### src/rtl/rate_search_fsm.sv
module rate_search_fsm #(
  parameter int AVG_BASE_LOG2 = 10,
  parameter int THR_W = 8
) (
  input  logic               clk,
  input  logic               rst_n,
  input  logic               cfg_manual,
  input  logic               cfg_freeze,
  input  logic [1:0]         cfg_avg,
  input  logic [4:0]         cfg_mask,
  input  logic [2:0]         cfg_force,
  input  logic [5*THR_W-1:0] cfg_thresh,
  input  logic               bit_valid,
  input  logic               bit_err,
  output logic [2:0]         rate_sel,
  output logic               locked
);
  localparam int NRATES = 5;
  localparam int RW = 3;
  localparam int CW = AVG_BASE_LOG2 + 6;
  localparam int EW = THR_W + 1;
  localparam logic [RW-1:0] TOP = RW'(NRATES - 1);

  logic [RW-1:0]    rate_q, nxt, force_c;
  logic             lock_q;
  logic [CW-1:0]    bit_cnt, win_max;
  logic [EW-1:0]    err_cnt, err_tot;
  logic [THR_W-1:0] thr;
  logic [7:0]       mask_x;
  logic             last, pass;

  assign mask_x  = {3'b000, cfg_mask};
  assign win_max = CW'((64'd1 << (AVG_BASE_LOG2 + 2 * int'(cfg_avg))) - 64'd1);
  assign last    = bit_valid && (bit_cnt == win_max);
  assign err_tot = (&err_cnt) ? err_cnt : err_cnt + EW'(bit_valid & bit_err);
  assign thr     = cfg_thresh[int'(rate_q)*THR_W +: THR_W];
  assign pass    = err_tot <= EW'(thr);
  assign force_c = (cfg_force > TOP) ? TOP : cfg_force;

  always_comb begin
    nxt = rate_q;
    for (int i = NRATES; i >= 1; i--)
      if (mask_x[(int'(rate_q) + i) % NRATES])
        nxt = RW'((int'(rate_q) + i) % NRATES);
  end

  always_ff @(posedge clk) begin
    if (!rst_n) begin
      rate_q  <= '0;
      lock_q  <= 1'b0;
      bit_cnt <= '0;
      err_cnt <= '0;
    end else if (cfg_freeze) begin
      rate_q <= rate_q;
    end else if (cfg_manual && rate_q != force_c) begin
      rate_q  <= force_c;
      lock_q  <= 1'b0;
      bit_cnt <= '0;
      err_cnt <= '0;
    end else if (!cfg_manual && cfg_mask == '0) begin
      lock_q  <= 1'b0;
      bit_cnt <= '0;
      err_cnt <= '0;
    end else if (!cfg_manual && !mask_x[rate_q]) begin
      rate_q  <= nxt;
      lock_q  <= 1'b0;
      bit_cnt <= '0;
      err_cnt <= '0;
    end else if (bit_valid) begin
      if (last) begin
        bit_cnt <= '0;
        err_cnt <= '0;
        lock_q  <= pass;
        if (!pass && !cfg_manual) rate_q <= nxt;
      end else begin
        bit_cnt <= bit_cnt + 1'b1;
        err_cnt <= err_tot;
      end
    end
  end

  assign rate_sel = rate_q;
  assign locked   = lock_q;
endmodule

### config.mk
export PLATFORM = sky130hd
export DESIGN_NAME = rate_search_fsm
export DESIGN_NICKNAME = d
export VERILOG_FILES = /design/src/rtl/rate_search_fsm.sv
export SDC_FILE = /design/constraint.sdc
export NUM_CORES = 1
export LEC_CHECK = 0
export BUFFER_PORTS_ARGS = -buffer_cell sky130_fd_sc_hd__buf_4
export CAP_MARGIN = 20
export CORE_MARGIN = 2
export CORE_UTILIZATION = 35
export CTS_CLUSTER_DIAMETER = 80
export DETAILED_ROUTE_END_ITERATION = 16
export PLACE_DENSITY = 0.6
export SLEW_MARGIN = 30
export SYNTH_ARGS = -nofsm -noshare
export SYNTH_HDL_FRONTEND = slang
export SYNTH_SLANG_ARGS = --single-unit
### constraint.sdc
create_clock -name clk -period 6.1 [get_ports clk]
set_input_delay 1.525 -clock clk [delete_from_list [all_inputs] [get_ports clk]]
set_output_delay 1.525 -clock clk [all_outputs]
set_load 0.01 [all_outputs]
# --- Word-level counts from Yosys, hierarchy flattened ---
# Index checks and enable logic that the tools add are counted.
classes:
  n_addsub: 9
  multipliers: 0
  n_div: 5
  magnitude_cmp: 8
  eq_ne: 3
  shifts: 2
  muxes: 45
  n_bitwise: 2
  reduce_logical: 18
op_table:
  columns: ["op", "count"]
  rows:
  - ["< comparator 32 x 5 -> 1 bit (second input constant)", 5]
  - ["remainder unit 32 x 4 -> 32 bit (second input constant)", 5]
  - ["2-to-1 mux 16 bit", 5]
  - ["2-to-1 mux 9 bit", 6]
  - ["variable part select 40 x 7 -> 8 bit", 1]
  - ["2-to-1 mux 3 bit", 12]
  - ["binary-select mux 1 bit (select 3 bit)", 6]
  - ["adder 16 x 1 -> 16 bit (second input constant)", 1]
  - ["equality test 16 bit", 1]
  - ["2-to-1 mux 1 bit", 16]
  - ["left shift 1 x 5 -> 16 bit (first input constant)", 1]
  - ["subtractor 16 x 1 -> 16 bit (second input constant)", 1]
  - ["adder 9 x 1 -> 9 bit", 1]
  - ["less-or-equal comparator 9 x 8 -> 1 bit", 1]
  - ["AND reduction 9 bit", 1]
  - ["nonzero test 3 bit", 3]
  - ["adder 3 x 2 -> 4 bit (second input constant)", 2]
  - ["adder 3 x 3 -> 4 bit (second input constant)", 2]
  - ["nonzero test 4 bit", 2]
  - ["adder 4 x 3 -> 5 bit (first input constant)", 1]
  - ["logical AND 1 bit", 5]
  - ["logical NOT 5 bit", 1]
  - ["AND reduction 5 bit", 1]
  - ["adder 3 x 1 -> 4 bit (second input constant)", 1]
  - ["9 further kinds", 11]
totals:
  ff_bits: 29
  latchBits: 0
  mem_bits_rw: 0
  romBits: 0
  inputBits: 56
  out_inout_bits: 4
  word_cells: 96
  mem_count: 0

# --- Logic depth before layout (Yosys ltp) ---
# Gate-level depths: netlist of run 1.
logic_depth:
  ltp_word: 16
  mapped_depth: 21

# --- Worst setup path after synthesis of run 1 ---
# Ideal clock, no wire load.
synth_path:
  path_kind: "register to register"
  from: "register rate_q[0] (netlist: rate_sel[0])"
  to: "register rate_q[1] (netlist: rate_sel[1])"
  setup_ns: 0.137
  t_arrival_ns: 5.122
  required_time_ns: 5.963
  path_slack_ns: 0.841
  stages_incl_launch_ff: 21
  path_buffers: 7
  period_less_slack_ns: 5.259
  path_cell_list: "dfxtp_1 -> buf_6 -> buf_2 -> buf_1 -> buf_1 -> clkbuf_1 -> inv_1 -> ha_1 -> clkbuf_1 -> clkbuf_1 -> nand2_1 -> ha_1 -> nor3b_2 -> a311oi_4 -> or3_1 -> a221o_1 -> nand2_2 -> o31ai_1 -> or4_4 -> a21oi_1 -> a311oi_2"
synth_between:
  elab_chain_len: 16
  word_cells_on_any_way: 51
synth_lines:
  columns: ["item", "line_no", "source"]
  rows:
  - ["from (decl)", "24", "logic [RW-1:0] rate_q, nxt, force_c;"]
  - ["from (signal assigned)", "54", "rate_q <= rate_q;"]
  - ["from (signal assigned)", "56", "rate_q <= force_c;"]
  - ["from (signal assigned)", "65", "rate_q <= nxt;"]
  - ["adder 3 x 3 -> 4 bit", "43, 44", null]
  - ["remainder unit 32 x 4 -> 32 bit", "43, 44", null]
  - ["binary-select mux 1 bit (select 3 bit)", "43", "if (mask_x[(int'(rate_q) + i) % NRATES])"]
  - ["2-to-1 mux 1 bit (not written as such) (2 in series)", "43", null]
  - ["2-to-1 mux 3 bit (5 in series)", "43", null]
  - ["2-to-1 mux 3 bit", "74", "if (!pass && !cfg_manual) rate_q <= nxt;"]
  - ["2-to-1 mux 3 bit", "70", "if (last) begin"]
  - ["2-to-1 mux 3 bit", "69", "end else if (bit_valid) begin"]
  - ["2-to-1 mux 3 bit", "64", "end else if (!cfg_manual && !mask_x[rate_q]) begin"]
  - ["2-to-1 mux 3 bit", "60", "end else if (!cfg_manual && cfg_mask == '0) begin"]
  - ["2-to-1 mux 3 bit", "55", "end else if (cfg_manual && rate_q != force_c) begin"]
# Parallel ways exist; a longest one is shown, timed or not. The select of a mux whose other input is x is not followed.
# A chain may end at the register's enable or synchronous reset.

# --- Worst setup path in the final report of run 1 ---
layout_path:
  from: "register rate_q[1] (netlist: rate_sel[1])"
  to: "register rate_q[1] (netlist: rate_sel[1])"
# Same word-level chain as after synthesis.

==> results of run 1 <==
-- metrics by stage --
| stage | hold slack [ns] | cell area [sq um] |
|---|---|---|
| floorplan | 0.472 | 4180 |
| global placement | 0.495 | 4730 |
| detailed placement | 0.506 | 4730 |
| CTS | 0.519 | 4920 |
| global route | 0.548 | 4920 |
| finish | 0.511 | 4920 |
-- cells by family after synthesis --
logic type,after synthesis,share of synthesized area
simple gates,218,0.266
fa+ha+maj,35,0.104
buf+inv,55,0.0559
xor+xnor,34,0.0748
mux,35,0.0909
flops,29,0.139
compound gates,150,0.270
-- cells in the mapped netlist (all sizes together) (5+ instances only) --
master and n:
nor2 68, nand2 48, a21oi 34, ha 34, dfxtp 29, mux2i 29
o21ai 26, inv 25, xnor2 20, clkbuf 17, nand3 16, nor3 14
xor2 14, buf 13, a211oi 11, nand4 11, nand2b 10, o211ai 7
o31ai 7, a31oi 6, o21a 6, or3 6, a311oi 5, and3 5
and4 5, nand3b 5, nor4 5, or2 5
-- flip-flops by register name (all words and copies together), names as in the netlist --
signal	flops
bit_cnt	16
err_cnt	9
locked	1
rate_sel	3
-- metal layers --
layer  part of all wire  vias to the layer above  track usage
li1                   -                     2153            -
met1               0.47                     2026        0.246
met2               0.48                      105        0.331
met3              0.038                       17       0.0166
met4              0.016                        0       0.0488
met5                  0                        -            0
-- worst max-delay path, stage by stage (launching register included) --
cell	delay (ns)
dfxtp_1	0.59
ha_1	0.56
xor2_2	0.23
ha_1	0.30
o31ai_1	0.25
o31ai_1	0.12
xnor2_1	0.44
inv_1	0.14
ha_1	0.22
o221ai_1	0.29
nand2_1	0.17
a2111oi_0	0.46
o31ai_1	0.19
or4_4	0.47
a21oi_1	0.18
a311oi_2	0.06
-- area by class of cell --
cell class / instances / area share
flip-flops and latches: 29 / 0.118
clock buffers: 5 / 0.0255
inverters: 25 / 0.0191
repair buffers: 67 / 0.102
multi-input cells: 472 / 0.685
well taps: 143 / 0.0364
clock inverters: 3 / 0.0132
-- final timing paths --
check                   start          end  slack, ns
setup / recovery  rate_sel[1]  rate_sel[1]       1.29
hold / removal     bit_cnt[5]   bit_cnt[5]       0.51
setup reg to reg  rate_sel[1]  rate_sel[1]       1.29
hold reg to reg    bit_cnt[5]   bit_cnt[5]       0.51
-- power by group --
group	leakage, nW	internal, mW	total [mW]	switching (mW)
clock	0.0938	0.233	0.318	0.0848
combinational	1.63	0.352	0.882	0.529
sequential	0.235	0.196	0.209	0.0134
==> summary.txt, run 1 <==
Crit. End Element: flop
Final Cycle Share: 0.788
antenna violations before repair: 0
Core Util, Final: 0.425
# setup viols final: 0
Synth top area share: 0.139
ys flop type: dfxtp_1
Hold WC Path Type: flop to flop
Mapped Area: 4180 sq um
status: complete, no violations
CTS clk-pin slew, worst paths: 0.05 ns
Worst slew margin: 0.474
NumNets Final: 690
first-pass GRT wire length: 20000 microns
CTS tree: built
post-CTS setup buffer count: 0
critical path launch point type: flop
core area: 11600 sq um
CTS resizes: 0
placed wire-length estimate: 9190 microns
Max-Cap Viols: 0
peak supply drop: 147 uV
Worst Skew: 0.00438 ns
Crit path arrival time: 4.95 ns
Worst Path Max Fanout: 15
post-synth net total: 646
pre-CTS WS: 1.41 ns
CTS Root Cell: clkbuf_16
starting DRC count in detailed routing: 264
most frequent cells in the layout: nor2_1 (68), buf_4 (67), nand2_1 (47), ha_1 (34), a21oi_1 (32)
Avg WL per Cell: 16.0 microns
cell count after synthesis: 556
via count: 4301
fmax: 208 MHz
#FFs+latches synth: 29
Post-synth EDFFs: 0
total gr overflow: 0
yosys warns: 0
row cnt: 39
critical path class: flop to flop
# fillers: 1181
Setup WS post-layout: 1.29 ns
Initial Utilization: 0.362
Die X: 113 microns
Seq/Total Area, Yosys: 0.139
CTS buffer count: 5
hold depth: 2
area grow syn2layout: 17.5%
final non-filler cell total: 744
static leakage: 1.96 nW
H-tree depth: 2
Overall Power: 1.41 mW
vias in the first global route: 4179
Crit path required time: 6.24 ns
Synth area leaders: dfxtp_1 (14%), ha_1 (10%), mux2i_1 (6.9%), nor2_1 (6.1%), nand2_1 (4.2%)
share of cells above drive strength 1: 0.180
R2R cell count: 15
Final Hold Vio Count: 0
Async SR Flop Fraction: 0
DRC Markers: 0
Routed Antenna Nets: 0
fin crit period: 4.81 ns
most common cell after layout, fill and taps aside: nor2_1
cts hold-fix bufs: 0
Post-Route WL: 11900 microns
Yosys top cell by area: dfxtp_1
Cell Pwr Density: 287 nW/um^2
Multi-input gate area: 3370 sq um
synth unique cells: 86
Worst-Skew Late Latency: 0.27 ns
Via-to-Cell Ratio: 5.78
setup TNS: 0 ns
Initial DRT Pass Iterations: 4
Synth Area per Inst: 7.52 sq um
diode count: 0
register area: 582 sq um
DP Cell Count: 736
max-slew violations: 0
RSZ-0062 raised after global routing: false
Max clock buf depth: 2
gr usage total: 0.188
IO Port Bufs: 59
worst slew pin tran: 0.788 ns
Routability Congestion: 0.918
largest net degree at the start of global routing: 56
Ports: 60
Die Ht: 113 microns
DIE AREA: 12800 sq um
clock sink count: 29
Power figures use the tool's default switching activity.
==> run 2, diff against run 1 <==
PLACE_DENSITY = 0.62   (was 0.6)
clock period = 4.1 ns   (was 6.1 ns; I/O delays follow)
==> run 2 against run 1 <==
  * Die area stayed put
  * First-iteration DRC count is 25% higher
  * Sequential cell count stayed put
  * Clock-buffer cell count stayed put
  * Clock skew is 0.0021 ns higher
  * Utilization is 1.2 points higher
  * Sequential power is 52% higher
  * Critical path depth is 1 lower
  * Critical path type unchanged
  * Combinational power is 60% higher
  * Register-to-register slack worse by 1.0 ns
  * Sequential share of layout area is 0.24 points lower
  * Highest routed layer unchanged
==> summary.txt, run 2 (synthesis results as in run 1) <==
status: complete, no violations
Ports: 60
Routed Antenna Nets: 0
Initial DRT Pass Iterations: 5
Max-Cap Viols: 0
Cell Pwr Density: 412 nW/um^2
area grow syn2layout: 20.7%
Avg WL per Cell: 16.4 microns
gr usage total: 0.189
CTS clk-pin slew, worst paths: 0.05 ns
DIE AREA: 12800 sq um
DP Area: 4900 sq um
static leakage: 2.01 nW
hold_sp: bit_cnt[5]
Worst-Skew Late Latency: 0.28 ns
total gr overflow: 0
critical-path cell list: inv_1 > ha_1 > a21oi_4 > inv_2 > ha_1 > nor3b_2 > a311oi_4 > or3_1 > a221o_1 > nand2_2 > o31ai_1 > or4_4 > a21oi_2 > a311oi_2
clock sink count: 29
Die Ht: 113 microns
peak supply drop: 209 uV
Worst Path Max Fanout: 10
fin crit period: 3.85 ns
vias in the first global route: 4411
Internal Power: 1.11 mW
diode count: 0
max reg flops: 16
Worst Skew: 0.00650 ns
Hold WC Path Type: flop to flop
# setup viols final: 0
Max clock buf depth: 2
NumNets Final: 704
Routability Congestion: 0.899
critical path launch point type: flop
antenna violations before repair: 0
worst flop-to-flop path startpoint: rate_sel[1]
most frequent cells in the layout: buf_4 (81), nor2_1 (68), nand2_1 (46), a21oi_1 (31), ha_1 (30)
switching power: 0.967 mW
DRC Markers: 0
critical path class: flop to flop
Crit path required time: 4.24 ns
final instance area: 5050 sq um
slowest stage delay, CP: 0.50 ns
row cnt: 39
starting DRC count in detailed routing: 329
Seq pwr share: 0.153
IO Port Bufs: 59
# fillers: 1138
H-tree depth: 2
CTS Root Cell: clkbuf_16
Post-Route WL: 12400 microns
crit path from: rate_sel[1]
CP most frequent cell: ha_1
RSZ-0062 raised after global routing: false
worst slew pin tran: 0.641 ns
Via-to-Cell Ratio: 5.84
Overall Power: 2.08 mW
clock power share: 0.169
Biggest register: bit_cnt
Crit path arrival time: 3.99 ns
Final Cycle Share: 0.939
via count: 4428
core area: 11600 sq um
Switching Share: 0.465
largest net degree at the start of global routing: 36
Crit. End Element: flop
CTS buffer count: 5
max-slew violations: 0
fmax: 260 MHz
placed wire-length estimate: 9570 microns
slowest CP cell: or4_4
Die X: 113 microns
post-CTS setup buffer count: 0
Initial Utilization: 0.362
Worst slew margin: 0.570
Gate power share: 0.679
share of cells above drive strength 1: 0.216
Final Hold Vio Count: 0
most common cell after layout, fill and taps aside: buf_4
CTS tree: built
first-pass GRT wire length: 20200 microns
run 2: changes by cell type in the layout (fill, tap and decap cells not counted), moves of 2 or more:
cell       before  now
buf_4          67   81
ha_4            0    3
bufinv_16       2    0
ha_1           34   30
run 2: layer usage:
metal,GRT usage,vias to the layer above,part of all wire
li1,-,2176,-
met1,0.239,2109,0.46
met2,0.329,114,0.48
met3,0.0225,29,0.039
met4,0.0715,0,0.022
met5,0,-,0
run 2: final cells by class:
cell class	instances	area, sq um	share of cell area
clock buffer	5	125	0.0248
clock inverter	3	17.5	0.00347
inverter	25	98.8	0.0196
multi-input combinational	472	3440	0.680
sequential	29	586	0.116
tap	143	179	0.0354
timing repair buffer	81	608	0.120
run 2: power by group through the flow:
stage	clock network, mW	registers, mW	logic (mW)
6_report	0.351	0.317	1.41
3_5_place_dp	0	0.323	1.38
2_1_floorplan	0	0.314	1.07
3_3_place_gp	0	0.322	1.35
5_1_grt	0.372	0.319	1.54
4_1_cts	0.361	0.317	1.39
run 2: repair_timing:
item                                    4_1_cts  5_1_grt
hold buffers                                  0        0
endpoints found under the setup margin        0        1
resized for setup                             0        1
hold endpoints to repair                      0        0
run 2: worst max-delay path, delay by kind of cell, from the launching register on:
family / cells / cell delay, ns
simple gates: 4 / 1.30
compound gates: 6 / 1.08
fa+ha+maj: 2 / 0.62
flops: 1 / 0.41
buf+inv: 2 / 0.29
run 2: worst paths after layout:
kind | to | slack [ns] | depth (start not counted)
worst max-delay path | rate_sel[1] | 0.25 | 14
worst min-delay path | bit_cnt[5] | 0.51 | 2
worst max register to register | rate_sel[1] | 0.25 | 14
worst min register to register | bit_cnt[5] | 0.51 | 2
run 2: metrics by stage:
step	worst slack [ns]	std cells	util	hold slack, ns	setup TNS (ns)
after floorplan	-0.126	556	-	0.472	-0.276
after global placement	0.170	750	0.424	0.494	0
after detailed placement	0.0949	750	0.424	0.502	0
after CTS	0.263	758	0.436	0.513	0
after global routing	0.0171	758	0.437	0.555	0
final	0.252	758	0.437	0.506	0
==> run 3, diff against run 2 <==
RECOVER_POWER = 50   (was not set)
==> run 3 against run 2 <==
  * Final cell count did not move
  * Highest routed layer unchanged
  * Worst hold slack improved by 0.0033 ns
  * Final area fell by 0.27%
  * Register-to-register slack barely moved
  * Routed wire length fell by 0.31%
  * Fmax fell by 0.15%
  * Via count rose by 0.59%
  * Total power fell by 0.25%
  * Largest cell class unchanged
  * Clock power barely moved
  * First-iteration DRC count fell by 19%
  * Worst setup slack got worse by 0.0059 ns
  * Critical path depth did not move
==> summary.txt, run 3 (synthesis results as in run 1) <==
status: complete, no violations
final non-filler cell total: 758
cts hold-fix bufs: 0
worst slew pin tran: 1.10 ns
post-CTS setup buffer count: 0
Initial Utilization: 0.362
CTS buffer count: 5
CTS clk-pin slew, worst paths: 0.05 ns
DP Cell Count: 750
area grow syn2layout: 20.4%
R2R cell count: 14
fmax: 259 MHz
critical path class: flop to flop
Worst slew margin: 0.264
critical path launch point type: flop
fin crit period: 3.85 ns
IO Port Bufs: 59
diode count: 0
share of cells above drive strength 1: 0.211
Final Hold Vio Count: 0
first-pass GRT wire length: 20200 microns
Routability Congestion: 0.899
core area: 11600 sq um
# setup viols final: 0
Die X: 113 microns
Worst Path Max Fanout: 10
static leakage: 2.00 nW
Crit path arrival time: 3.99 ns
Crit path required time: 4.24 ns
Hold WC Path Type: flop to flop
largest net degree at the start of global routing: 36
Max clock buf depth: 2
total gr overflow: 0
Final Cycle Share: 0.940
Max-Cap Viols: 0
Die Ht: 113 microns
CTS resizes: 0
row cnt: 39
DRC Markers: 0
gr usage total: 0.189
max reg flops: 16
Routed Antenna Nets: 0
Via-to-Cell Ratio: 5.88
clock sink count: 29
Cell Pwr Density: 412 nW/um^2
Overall Power: 2.07 mW
placed wire-length estimate: 9570 microns
CTS tree: built
hold depth: 2
most common cell after layout, fill and taps aside: buf_4
Biggest register: bit_cnt
final hold slack: 0.509 ns
max-slew violations: 0
DIE AREA: 12800 sq um
Post-Route WL: 12400 microns
CTS Root Cell: clkbuf_16
Worst Skew: 0.00666 ns
Avg WL per Cell: 16.3 microns
RSZ-0062 raised after global routing: false
via count: 4454
Crit. End Element: flop
starting DRC count in detailed routing: 268
vias in the first global route: 4411
Worst-Skew Late Latency: 0.28 ns
most frequent cells in the layout: buf_4 (77), nor2_1 (68), nand2_1 (46), a21oi_1 (31), ha_1 (30)
NumNets Final: 704
Ports: 60
antenna violations before repair: 0
H-tree depth: 2
Initial DRT Pass Iterations: 5
peak supply drop: 206 uV
==> run 3: layer usage <==
metal	vias to the layer above	track usage	routed length, microns
met1	2135	0.239	5710
li1	2178	-	-
met5	-	0	0
met4	0	0.0715	263
met3	29	0.0225	457
met2	112	0.329	5920
==> run 3: layout make-up <==
cell class                      count  area (sq um)
Fill cell                        1143          6530
Multi-Input combinational cell    472          3440
Timing Repair Buffer               81           594
Sequential cell                    29           586
Tap cell                          143           179
Clock buffer                        5           125
Inverter                           25          98.8
Clock inverter                      3          17.5
==> run 3: stage by stage <==
stage          setup TNS, ns  utilization  worst slack [ns]  instance area, sq um
2_1_floorplan         -0.276            -            -0.126                  4300
3_3_place_gp               0        0.424             0.170                  4900
3_5_place_dp               0        0.424            0.0949                  4900
4_1_cts                    0        0.436             0.263                  5040
5_1_grt                    0        0.435            0.0198                  5040
6_report                   0        0.435             0.246                  5040
==> run 3: critical path, cell delays in order, from the launching register on <==
cell and delay [ns]:
dfxtp_2 0.41, inv_1 0.14, ha_1 0.26, a21oi_4 0.29
inv_2 0.15, ha_1 0.36, nor3b_2 0.26, a311oi_4 0.11
or3_1 0.43, a221o_1 0.38, nand2_2 0.11, o31ai_1 0.09
or4_4 0.50, a21oi_2 0.16, a311oi_2 0.05
==> run 3: report_power, final <==
| group | switching (mW) | total, mW | internal [mW] | leakage (nW) |
|---|---|---|---|---|
| Combinational | 0.812 | 1.41 | 0.594 | 1.69 |
| Sequential | 0.0243 | 0.317 | 0.293 | 0.235 |
| Clock | 0.129 | 0.351 | 0.222 | 0.0696 |
==> run 3: final timing paths <==
kind                      end  slack, ns         from
setup / recovery  rate_sel[1]       0.25  rate_sel[1]
hold / removal     bit_cnt[5]       0.51   bit_cnt[5]
setup reg to reg  rate_sel[1]       0.25  rate_sel[1]
hold reg to reg    bit_cnt[5]       0.51   bit_cnt[5]
